**src/rtl/ipa_pkg.sv**
```systemverilog
package ipa_pkg;

  // Widest window or pool a function below can handle
  localparam int unsigned VEC_W = 32;

  typedef logic [VEC_W-1:0] vec_t;

  typedef enum logic {
    SRC_FULL  = 1'b0,
    SRC_CACHE = 1'b1
  } port_src_e;

  // Keep only the lowest set bit of a request vector
  function automatic vec_t first_set(input vec_t v);
    return v & (~v + vec_t'(1));
  endfunction

  // Mark the lowest clear busy bit as taken
  function automatic vec_t claim_free_slot(input vec_t busy);
    return busy | (~busy & (busy + vec_t'(1)));
  endfunction

  // True while any of the low 'sets' busy bits is still clear
  function automatic logic slot_left(input vec_t busy, input int unsigned sets);
    vec_t m;
    m = (vec_t'(1) << sets) - vec_t'(1);
    return |(~busy & m);
  endfunction

endpackage

```
**src/rtl/ipa_busy_mask.sv**
```systemverilog
module ipa_busy_mask
  import ipa_pkg::*;
#(
  parameter int unsigned SETS = 2
) (
  input  logic [SETS-1:0] busy_i,
  input  logic            reserve_i,
  output logic [SETS-1:0] busy_o
);

  logic [SETS-1:0] claimed;

  always_comb begin
    claimed = SETS'(claim_free_slot(vec_t'(busy_i)));
    busy_o  = reserve_i ? claimed : busy_i;
  end

endmodule

```
**src/rtl/ipa_leaf_stage.sv**
```systemverilog
module ipa_leaf_stage
  import ipa_pkg::*;
#(
  parameter int unsigned WS = 8
) (
  input  logic          en_i,
  input  logic [WS-1:0] req_i,
  input  logic [WS-1:0] cache_i,
  input  logic          rc_free_i,
  input  logic          fr_free_i,
  output logic [WS-1:0] grant_o,
  output logic [WS-1:0] req_left_o,
  output logic          take_rc_o,
  output logic          take_fr_o
);

  logic [WS-1:0] winner;
  logic          any_req;
  logic          winner_cached;

  always_comb begin
    winner        = WS'(first_set(vec_t'(req_i)));
    any_req       = |req_i;
    winner_cached = |(winner & cache_i);
    take_rc_o     = en_i & any_req & winner_cached & rc_free_i;
    take_fr_o     = en_i & any_req & ~take_rc_o & fr_free_i;
    grant_o       = (take_rc_o | take_fr_o) ? winner : '0;
    req_left_o    = req_i & ~grant_o;
  end

endmodule

```
**src/rtl/port_aware_issue_arbiter.sv**
```systemverilog
module port_aware_issue_arbiter
  import ipa_pkg::*;
#(
  parameter int unsigned WS          = 8,
  parameter int unsigned NFU         = 4,
  parameter int unsigned RC_RD_PORTS = 4,
  parameter int unsigned FR_RD_PORTS = 6
) (
  input  logic               clk,
  input  logic               rst_n,
  input  logic [WS-1:0]      req_i,
  input  logic [WS-1:0]      cache_i,
  input  logic [NFU-1:0]     fu_en_i,
  output logic [NFU*WS-1:0]  grant_o,
  output logic [NFU-1:0]     src_rc_o
);

  localparam int unsigned RC_SETS = RC_RD_PORTS / 2;
  localparam int unsigned FR_SETS = FR_RD_PORTS / 2;

  // Named internal events, brought out for the checker
  logic [NFU:0][WS-1:0]      req_chain;
  logic [NFU:0][RC_SETS-1:0] rc_busy;
  logic [NFU:0][FR_SETS-1:0] fr_busy;
  logic [NFU-1:0]            rc_free;
  logic [NFU-1:0]            fr_free;
  logic [NFU-1:0]            rc_take;
  logic [NFU-1:0]            fr_take;
  logic [NFU-1:0][WS-1:0]    stage_grant;

  logic [NFU-1:0][WS-1:0]    grant_q;
  logic [NFU-1:0]            src_q;

  assign req_chain[0] = req_i;
  assign rc_busy[0]   = '0;
  assign fr_busy[0]   = '0;

  for (genvar s = 0; s < NFU; s++) begin : g_stage
    assign rc_free[s] = slot_left(vec_t'(rc_busy[s]), RC_SETS);
    assign fr_free[s] = slot_left(vec_t'(fr_busy[s]), FR_SETS);

    ipa_leaf_stage #(.WS(WS)) u_leaf (
      .en_i       (fu_en_i[s]),
      .req_i      (req_chain[s]),
      .cache_i    (cache_i),
      .rc_free_i  (rc_free[s]),
      .fr_free_i  (fr_free[s]),
      .grant_o    (stage_grant[s]),
      .req_left_o (req_chain[s+1]),
      .take_rc_o  (rc_take[s]),
      .take_fr_o  (fr_take[s])
    );

    ipa_busy_mask #(.SETS(RC_SETS)) u_rc_mask (
      .busy_i    (rc_busy[s]),
      .reserve_i (rc_take[s]),
      .busy_o    (rc_busy[s+1])
    );

    ipa_busy_mask #(.SETS(FR_SETS)) u_fr_mask (
      .busy_i    (fr_busy[s]),
      .reserve_i (fr_take[s]),
      .busy_o    (fr_busy[s+1])
    );
  end

  always_ff @(posedge clk or negedge rst_n) begin
    if (!rst_n) begin
      grant_q <= '0;
      src_q   <= '0;
    end else begin
      grant_q <= stage_grant;
      src_q   <= rc_take;
    end
  end

  assign grant_o  = grant_q;
  assign src_rc_o = src_q;

endmodule

```
**config.mk**
```make
export PLATFORM = sky130hd
export DESIGN_NAME = port_aware_issue_arbiter
export DESIGN_NICKNAME = d
export VERILOG_FILES = /design/src/rtl/ipa_pkg.sv /design/src/rtl/ipa_busy_mask.sv /design/src/rtl/ipa_leaf_stage.sv /design/src/rtl/port_aware_issue_arbiter.sv
export SDC_FILE = /design/constraint.sdc
export NUM_CORES = 1
export LEC_CHECK = 0
export ABC_AREA = 0
export BUFFER_PORTS_ARGS = -buffer_cell sky130_fd_sc_hd__buf_2
export CAP_MARGIN = 20
export CORE_MARGIN = 5
export CORE_UTILIZATION = 59
export DETAILED_ROUTE_END_ITERATION = 8
export PLACE_DENSITY = 0.82
export SLEW_MARGIN = 20
export SYNTH_ARGS = -nofsm -noshare
export SYNTH_HDL_FRONTEND = slang
export SYNTH_SLANG_ARGS = --single-unit
export TNS_END_PERCENT = 5
```
**constraint.sdc**
```tcl
create_clock -name clk -period 0.8 [get_ports clk]
set_input_delay 0.16 -clock clk [delete_from_list [all_inputs] [get_ports clk]]
set_output_delay 0.16 -clock clk [all_outputs]
set_load 0.03 [all_outputs]
```
==> results of run 1 <==
## synthesized netlist by cell type (all sizes together) (2+ instances only)
| library cell | number |
|---|---|
| a2111oi | 3 |
| a211oi | 8 |
| a21boi | 4 |
| a21o | 4 |
| a21oi | 15 |
| a221oi | 3 |
| a22oi | 2 |
| a311oi | 2 |
| and2 | 4 |
| and3 | 7 |
| buf | 5 |
| clkbuf | 16 |
| dfrtp | 36 |
| inv | 12 |
| maj3 | 5 |
| mux2 | 2 |
| mux2i | 2 |
| nand2 | 31 |
| nand2b | 7 |
| nand3 | 11 |
| nand3b | 2 |
| nand4 | 2 |
| nor2 | 36 |
| nor2b | 3 |
| nor3 | 15 |
| nor3b | 6 |
| nor4 | 4 |
| nor4b | 2 |
| o211ai | 5 |
| o21a | 2 |
| o21ai | 21 |
| o221ai | 3 |
| o31ai | 5 |
| or2 | 5 |
| or3 | 3 |
| xnor2 | 4 |
## cells by family after synthesis
family                   count (synthesis)  synth area share [%]
buffers and inverters                   34                  5.94
XOR/XNOR                                 4                  1.36
AND/OR/NAND/NOR                        140                  28.8
AO/OA/AOI/OAI                           88                  25.0
flip-flops                              36                  35.1
adder cells (fa/ha/maj)                  5                  2.05
multiplexers                             4                  1.80
## stage by stage
stage	cell area [sq um]	hold WS, ns	setup WS [ns]
2_1_floorplan	2610	-0.136	-1.76
3_3_place_gp	3640	0.131	-2.16
3_5_place_dp	3640	0.140	-2.23
==> metrics.md, run 1 <==
| Metric | Value |
|---|---|
| Status | did not finish |
| Failing step | clock tree synthesis |
| First Err | [ERROR DPL-0033] detailed placement checks failed during check placement. |
| Maximum number of buffers from clock root to sink | 2 |
| Yosys warns | 0 |
| Postcts setup bufs | 8 |
| Post-synth top area share | 35.1% |
| Io pins | 58 |
| Cts bufs inserted | 5 |
| CTS Sinks | 36 |
| Synth Instances | 311 |
| I/O Buffers | 57 |
| Sequential area share after synthesis | 35.1% |
| H-Tree Depth | 2 |
| Row cnt | 24 |
| # resized after CTS | 111 |
| Starting Density | 59.8% |
| FF+latch count, synth | 36 |
| Mapped Area | 2570 sq um |
| RD Place Congestion | 0.974 |
| Die width | 76.0 um |
| DPL Wire Length | 6690 um |
| Top FF cell, synth | dfrtp_1 |
| Root Driver | clkbuf_8 |
| Mean post-synth cell area | 8.26 sq um |
| Syn_nets | 333 |
| Hold_buf cts | 1 |
| Top post-synthesis cells by area | dfrtp_1 (35%), nor2_1 (5.0%), nand2_1 (4.5%) |
| Placed cell count | 504 |
| Ys async rst share | 100% |
| Post-synth EDFFs | 0 |
| Die H | 76.0 um |
| Count of different cell masters after synthesis | 63 |
| Cell type with the highest aggregate area in the netlist | dfrtp_1 |
==> run 2: changes to the inputs <==
- CORE_UTILIZATION: 59 -> 40
- PLACE_DENSITY: 0.82 -> not set
- PLACE_DENSITY_LB_ADDON: not set -> 0.15
==> run 2 against run 1 <==
Synthesized cell count unchanged; synthesized area stayed put; the flow now finishes, with violations (negative setup slack).
==> metrics.md, run 2 <==
| Metric | Value |
|---|---|
| Status | complete, but fails checks |
| Failing checks | negative setup slack |
| Top post-synthesis cells by area | dfrtp_1 (35%), nor2_1 (5.0%), nand2_1 (4.5%) |
| Io pins | 58 |
| Count of different cell masters after synthesis | 63 |
| Pwr Density | 1200 nW/um^2 |
| Clock power frac | 24.8% |
| Setup crit start kind | input pin |
| DPL Wire Length | 6550 um |
| Mean post-synth cell area | 8.26 sq um |
| Top-count cell post-synth | dfrtp_1 |
| DR WL/cell | 16.3 um |
| Fraction of layout cells with a size suffix above 1 | 56.0% |
| Crit end category | register |
| DRT antenna net count | 0 |
| Ys async rst share | 100% |
| Die H | 90.1 um |
| Top FF cell, synth | dfrtp_1 |
| Critical Path RT | 1.00 ns |
| First-pass GRT wire length | 15,000 um |
| Detailed-route via count | 3,006 |
| Initial antenna violation count | 0 |
| Vias per cell | 5.50 |
| Die width | 90.1 um |
| FF+latch count, synth | 36 |
| Max-slew violation count | 0 |
| # setup viols final | 66 |
| Sw power | 1900 uW |
| Final worst slack | -1.64 ns |
| Leak | 0.00208 uW |
| Cell Int Power | 3530 uW |
| Fmax | 410 MHz |
| CTS Sinks | 36 |
| Sequential area share after synthesis | 35.1% |
| DRT Pass-1 Iters | 4 |
| Post-route insts no fill | 547 |
| Synth-to-Final Area Change | 75.5% |
| Row cnt | 29 |
| Final net count | 491 |
| RD Place Congestion | 0.895 |
| Post-synth top area share | 35.1% |
| Unrepaired setup endpoints after global routing | true |
| Switching Fraction | 34.9% |
| Placed Area | 3680 sq um |
| Maximum number of buffers from clock root to sink | 2 |
| Final Routed Wirelength | 8920 um |
| Syn_nets | 333 |
| Root Driver | clkbuf_8 |
| Most common cell after layout, fill and taps aside | buf_4 |
| I/O Buffers | 57 |
| CP arrival | 2.64 ns |
| Synth top cells by count | dfrtp_1 (36), nor2_1 (34), nand2_1 (31) |
| Synth Instances | 311 |
| Critical setup path kind | input pin to register |
| CP max FO | 5 |
| Dpl ws | -2.08 ns |
| Worst Tran Pin Value | 0.482 ns |
| Final period util | 305% |
| DRC viols | 0 |
| Placed cell count | 530 |
| Minimum hold slack | 0.126 ns |
| Yosys warns | 0 |
| Min Tclk post-route | 2.44 ns |
| Setup TNS | -37.98 ns |
| Worst slew margin | 67.6% |
| Cell type with the highest aggregate area in the netlist | dfrtp_1 |
| Commonest non-fill, non-tap cells in the layout | buf_4 (98), buf_6 (52), dfrtp_1 (36) |
| Reg clk slew, reported paths | 0.09 ns |
| Hold WC Path Type | input pin to register |
| All-Layer GR Usage | 21.9% |
| Max rail drop VDD | 1.02 mV |
| Initial DRC Count | 149 |
| Design Area, Final | 4510 sq um |
| Fin. Hold Viols | 0 |
| # Max-Cap Violations | 0 |
| GRT Residual Overflow | 0 |
| Starting Density | 40.7% |
| Cts bufs inserted | 5 |
| Antenna Diode Count | 0 |
| Largest net degree at the start of global routing | 37 |
| Max reg flops | 32 |
| Vias in the first global route | 3,122 |
| Seq pwr share | 35.5% |
| Die area | 8120 sq um |
| H-Tree Depth | 2 |
| Combinational share of power | 39.7% |
| Post-synth EDFFs | 0 |
| CTS tree | built |
| Mapped Area | 2570 sq um |
| Core area | 6310 sq um |
run 2: cell counts after synthesis:
Identical to the previous run, type by type.
run 2: worst max-delay path: stages:
cell	delay [ns]
buf_2	0.11
or3b_4	0.42
buf_6	0.15
or3_4	0.36
maj3_2	0.34
a2111oi_4	0.34
nor2_2	0.11
mux2_4	0.33
nand4_4	0.11
nor4b_4	0.19
run 2: cell families (layout without fill, tap and decap cells):
family	Yosys count	in the layout	synth area share (%)
muxes	4	4	1.80
buffers and inverters	34	193	5.94
adders and majority gates	5	5	2.05
and+or+nand+nor	140	140	28.8
DFF	36	36	35.1
AOI/OAI and AO/OA	88	88	25.0
xor gates and xnor gates	4	4	1.36
run 2: repair_timing:
action | CTS | global route
hold endpoints to repair | 36 | 0
hold buffers | 1 | 0
gates resized for setup | 148 | 26
endpoints found under the setup margin | 67 | 71
pin swaps | 25 | 15
buffers inserted | 6 | 3
run 2: path summary, 6_finish.rpt:
path                       startpoint           to  cells past startpoint
max in group asynchronous       rst_n  grant_o[13]                      3
setup / recovery           fu_en_i[0]  grant_o[30]                     10
hold / removal             fu_en_i[1]  grant_o[11]                      3
min in group asynchronous       rst_n  grant_o[11]                      3
run 2: final cells by class:
type,count,area [sq um]
sequential,36,901
clock buffer,5,68.8
clock inverter,3,18.8
inverter,13,48.8
fill,486,1810
tap,77,96.3
multi-input combinational,241,1900
timing repair buffer,172,1470
run 2: per-stage QoR:
stage                     power, uW  util [%]
after CTS                      5360      69.5
after floorplan                2870         -
after global placement         3640      58.3
final                          5420      71.4
after detailed placement       3670      58.3
after global routing           5690      71.4
run 2: power groups by stage:
| stage | Combinational [uW] | Clock [uW] | Sequential (uW) |
|---|---|---|---|
| CTS | 2060 | 1370 | 1930 |
| floorplan | 767 | 0 | 2100 |
| detailed placement | 1730 | 0 | 1940 |
| global placement | 1700 | 0 | 1940 |
| global route | 2300 | 1450 | 1940 |
| finish | 2150 | 1340 | 1930 |
run 2: per-layer routing:
metal  vias up  share of wire [%]  track usage (%)
met5         -                  0                0
met4         0                1.3             5.71
met3        13                4.9             3.17
met2        86                 51             38.6
met1      1447                 43             27.8
li1       1460                  -                -
Power figures use the tool's default switching activity.
==> run 3: changes to the inputs <==
- CELL_PAD_IN_SITES_DETAIL_PLACEMENT: not set -> 1
- CELL_PAD_IN_SITES_GLOBAL_PLACEMENT: not set -> 1
- clock period: 0.8 -> 2.6 ns (I/O delays scaled with it)
==> run 3 against run 2 <==
The run still ends with negative setup slack left; first-iteration DRC count is 22% higher; total power is 68% lower; clock power is 61% lower; sequential share of layout area is 2.4 points higher; combinational power is 71% lower; critical path depth is 1 higher; global-route usage is 4.1 points higher; via count is 2.7% higher; highest routed layer unchanged.
==> metrics.md, run 3 (synthesized netlist as in run 2, its figures left out) <==
| Metric | Value |
|---|---|
| Io pins | 58 |
| Final Routed Wirelength | 10,800 um |
| Die width | 90.1 um |
| CTS Sinks | 36 |
| Crit path cell chain | buf_4 > or3b_4 > buf_4 > o21ai_0 > buf_4 > a21o_1 > nand2_1 > o41ai_1 > o21ai_2 > nand4_4 > nor4b_4 |
| DPL Wire Length | 7200 um |
| RD Place Congestion | 0.905 |
| Leak | 0.00197 uW |
| Die H | 90.1 um |
| Post-route insts no fill | 538 |
| Core area | 6310 sq um |
| H-Tree Depth | 2 |
| Final period util | 111% |
| Initial DRC Count | 182 |
| Cts bufs inserted | 5 |
| Detailed-route via count | 3,088 |
| Placed cell count | 520 |
| CP max FO | 7 |
| Critical setup path kind | input pin to register |
| Initial antenna violation count | 0 |
| Fmax | 347 MHz |
| Max-slew violation count | 0 |
| CP most frequent cell | buf_4 |
| # Max-Cap Violations | 0 |
| Max rail drop VDD | 0.284 mV |
| DR WL/cell | 20.1 um |
| Pwr Density | 428 nW/um^2 |
| Largest net degree at the start of global routing | 37 |
| Setup crit start kind | input pin |
| Failing checks | negative setup slack |
| Starting Density | 40.7% |
| Vias in the first global route | 3,344 |
| Final worst slack | -0.284 ns |
| Worst Tran Pin Value | 0.849 ns |
| Die area | 8120 sq um |
| Crit end category | register |
| Crit-path leading delay family | compound AO/OA/AOI/OAI gates |
| Unrepaired setup endpoints after global routing | true |
| Minimum hold slack | 0.316 ns |
| All-Layer GR Usage | 25.9% |
| Min Tclk post-route | 2.88 ns |
| Row cnt | 29 |
| Vias per cell | 5.74 |
| WP depth | 11 |
| Hold_buf cts | 0 |
| Dpl ws | -0.665 ns |
| DRT Pass-1 Iters | 4 |
| First-pass GRT wire length | 17,400 um |
| CP max stage cell | o41ai_1 |
| CP arrival | 3.09 ns |
| Final net count | 482 |
| Root Driver | clkbuf_8 |
| Fraction of layout cells with a size suffix above 1 | 48.8% |
| DRT antenna net count | 0 |
| Hold WC Path Type | input pin to asynchronous set/reset pin |
| GRT Residual Overflow | 0 |
| CTS tree | built |
| Antenna Diode Count | 0 |
| Worst slew margin | 43.4% |
| Status | complete, but fails checks |
| Fin. Hold Viols | 0 |
| Reg clk slew, reported paths | 0.08 ns |
| Critical Path RT | 2.81 ns |
| Synth-to-Final Area Change | 56.9% |
| Max stage delay on crit path | 0.50 ns |
| I/O Buffers | 57 |
| Maximum number of buffers from clock root to sink | 2 |
| WP buf/inv | 3 |
| Commonest non-fill, non-tap cells in the layout | buf_4 (102), buf_2 (54), dfrtp_1 (36) |
| # setup viols final | 12 |
| Max reg flops | 32 |
| DRC viols | 0 |
| Most common cell after layout, fill and taps aside | buf_4 |
[run 3: cell types whose count changed in the layout (fill, tap and decap cells not counted), sizes merged]
cell / delta
buf: -9
bufinv: +1
clkbuf: +1
clkinv: -2
clkinvlp: +1
dlygate4sd3: -1
[run 3: per-stage QoR]
stage | area [sq um] | total power (uW) | setup TNS, ns | util, %
floorplan | 2610 | 882 | -2.72 | -
global placement | 3600 | 1110 | -6.03 | 57.0
detailed placement | 3600 | 1130 | -7.10 | 57.0
CTS | 3970 | 1700 | -1.53 | 62.8
global route | 4030 | 1810 | -3.24 | 63.8
finish | 4030 | 1720 | -2.04 | 63.8
[run 3: layout make-up]
type                       count  area [sq um]
fill                         762          2280
multi-input combinational    241          1750
timing repair buffer         163          1130
sequential                    36           901
tap                           77          96.3
clock buffer                   5          68.8
inverter                      13          48.8
clock inverter                 3          42.5
[run 3: report_power, final]
part / total, uW / internal, uW / switching [uW]
Sequential: 586 / 581 / 5.10
Combinational: 618 / 265 / 353
Clock: 520 / 284 / 236
[run 3: timing repair]
item,4_1_cts,5_1_grt
hold endpoints to repair,0,0
resized for setup,40,14
pin swaps,18,6
gates cloned,0,0
setup buffers,9,1
setup endpoints to repair,13,13
[run 3: worst paths after layout]
kind	start	end
setup / recovery	req_i[1]	grant_o[30]
hold / removal	rst_n	grant_o[10]
max in group asynchronous	rst_n	grant_o[15]
min in group clk	fu_en_i[1]	grant_o[11]
[run 3: metal layers]
metal / routed length (um) / track usage, % / share of wire, %
met5: 0 / 0 / 0
met4: 227 / 9.31 / 2.1
met3: 459 / 5.01 / 4.2
met2: 5580 / 44.4 / 52
met1: 4540 / 32.3 / 42
==> run 4: changes to the inputs <==
- PLACE_DENSITY: not set -> 0.87
- PLACE_DENSITY_LB_ADDON: 0.15 -> not set
- RECOVER_POWER: not set -> 50
- SYNTH_HIERARCHICAL: not set -> 1
==> run 4 against run 3 <==
The flow finishes with violations (max-capacitance violations, max-slew violations, negative setup slack); first-iteration DRC count rose by 30%; sequential share of layout area fell by 1.2 points; sequential cell count did not move; count of clock-buffer cells in the layout did not move; combinational power rose by 32%; worst hold slack improved by 0.17 ns; core utilization fell by 0.22 points; clock power rose by 2%; die area rose by 5.0%; critical path depth rose by 12; non-clock buffer count rose by 5; sequential power barely moved; highest routed layer unchanged.
==> metrics.md, run 4 <==
| Metric | Value |
|---|---|
| CTS tree | built |
| Vias per cell | 6.30 |
| Initial antenna violation count | 0 |
| Worst Setup SP | req_i[3] |
| CTS Sinks | 36 |
| DRC viols | 0 |
| Initial DRC Count | 236 |
| DRT Pass-1 Iters | 5 |
| Most common cell after layout, fill and taps aside | buf_4 |
| H-Tree Depth | 2 |
| Critical setup path kind | input pin to register |
| Placed cell count | 492 |
| Mapped Area | 2710 sq um |
| Fmax | 218 MHz |
| # setup viols final | 21 |
| Clock power frac | 27.4% |
| DRT antenna net count | 0 |
| Die width | 92.4 um |
| Final period util | 177% |
| Max rail drop VDD | 0.277 mV |
| Worst Tran Pin Value | 2.12 ns |
| Yosys warns | 6 |
| Post-route insts no fill | 517 |
| Sw power | 728 uW |
| Row cnt | 30 |
| Worst hold path startpoint | req_i[0] |
| Cell Int Power | 1210 uW |
| Status | complete, but fails checks |
| DR WL/cell | 29.1 um |
| Core area | 6680 sq um |
| Io pins | 58 |
| Max-slew violation count | 37 |
| Die H | 92.4 um |
| Final net count | 458 |
| Synth-to-Final Area Change | 56.6% |
| Max reg flops | 32 |
| CP arrival | 4.78 ns |
| Final Routed Wirelength | 15,000 um |
| Setup crit start kind | input pin |
| Worst slew margin | -41.5% |
| DPL Wire Length | 8540 um |
| Hold_buf cts | 0 |
| Setup TNS | -24.86 ns |
| Detailed-route via count | 3,258 |
| # Max-Cap Violations | 1 |
| Pwr Density | 455 nW/um^2 |
| Hold WC Path Type | input pin to register |
| Starting Density | 40.6% |
| Fraction of layout cells with a size suffix above 1 | 62.9% |
| Vias in the first global route | 3,464 |
| First-pass GRT wire length | 20,100 um |
| Crit end category | register |
| All-Layer GR Usage | 31.1% |
| Fin. Hold Viols | 0 |
| Commonest non-fill, non-tap cells in the layout | buf_4 (106), buf_2 (50), dfrtp_1 (36) |
| Combinational share of power | 42.2% |
| Critical Path RT | 2.78 ns |
| I/O Buffers | 57 |
| Failing checks | max-capacitance violations, max-slew violations, negative setup slack |
| CP max FO | 7 |
| Min Tclk post-route | 4.60 ns |
| Fillers | 760 |
| Final worst slack | -2.00 ns |
| Seq pwr share | 30.3% |
| Switching Fraction | 37.6% |
| Antenna Diode Count | 0 |
| Leak | 0.00205 uW |
| Synth Instances | 261 |
| RD Place Congestion | 0.953 |
| GRT Residual Overflow | 0 |
| Largest net degree at the start of global routing | 37 |
| Fin util | 63.6% |
| Root Driver | clkbuf_8 |
| Mean post-synth cell area | 10.4 sq um |
| Die area | 8530 sq um |
| Unrepaired setup endpoints after global routing | true |
| Maximum number of buffers from clock root to sink | 2 |
| Reg clk slew, reported paths | 0.08 ns |
| Minimum hold slack | 0.486 ns |
| Cts bufs inserted | 5 |
run 4: changes by cell type in the layout (fill, tap and decap cells not counted), moves of 7 or more:
cell and delta:
nor3_1 -11, nand3_1 -8, a31oi_4 +8, o21ai_0 -14
nor4b_2 +7, a31oi_1 +7, a21o_2 +9, a21oi_1 -7
nor2_1 -18, a211oi_1 -8, conb_1 +14, o21ai_4 +9
nand2_1 -18
run 4: cell type report:
| class | instances | area [sq um] | area share (%) |
|---|---|---|---|
| clock buffer | 5 | 68.8 | 1.62 |
| clock inverter | 3 | 42.5 | 1.00 |
| inverter | 16 | 60.1 | 1.41 |
| multi-input combinational | 209 | 1880 | 44.2 |
| sequential | 36 | 901 | 21.2 |
| tap | 80 | 100 | 2.36 |
| timing repair buffer | 168 | 1200 | 28.2 |
run 4: per-stage QoR:
stage	setup slack (ns)	area, sq um	total power, uW
global placement	-1.66	3810	1190
CTS	-1.55	4140	1820
floorplan	-1.78	2840	968
finish	-2.00	4250	1940
global route	-2.03	4250	1990
detailed placement	-2.02	3810	1240
run 4: worst max-delay path: stages:
cell,delay [ns]
buf_8,0.11
nor3_4,0.23
and2_4,0.20
a31oi_4,0.10
o21ai_4,0.14
o31a_1,0.32
nor3_4,0.07
and2_4,0.17
a31oi_4,0.24
o21ai_4,0.14
o31a_1,0.34
buf_4,0.18
a21o_2,0.23
o21ai_4,0.20
a31oi_4,0.12
o21ai_4,0.20
and3_4,0.25
a31o_1,0.21
nand3_2,0.10
a21o_1,0.19
buf_6,0.13
o21ai_4,0.28
nor2_2,0.09
run 4: worst paths after layout:
path	slack, ns	depth (start not counted)	end
min	0.49	3	grant_o[1]
max in group asynchronous	0.56	1	grant_o[16]
max	-2.00	23	grant_o[27]
min in group asynchronous	0.82	1	src_rc_o[1]
run 4: repair_timing:
action / CTS / global route
resized for setup: 33 / 16
setup endpoints to repair: 19 / 19
hold endpoints to repair: 0 / 0
pin swaps: 27 / 28
setup buffers: 12 / 5
run 4: routing by layer:
layer,GRT usage (%),up-vias,wire (um)
met5,0,-,0
met4,20.7,0,1090
met3,7.72,102,1290
met2,52.0,247,7140
met1,35.0,1612,5530
li1,-,1297,-
run 4: power groups by stage:
| stage | sequential, uW | clock [uW] | combinational, uW |
|---|---|---|---|
| floorplan | 641 | 0 | 326 |
| global placement | 595 | 0 | 596 |
| detailed placement | 596 | 0 | 641 |
| CTS | 586 | 531 | 706 |
| global route | 589 | 566 | 840 |
| finish | 587 | 531 | 818 |
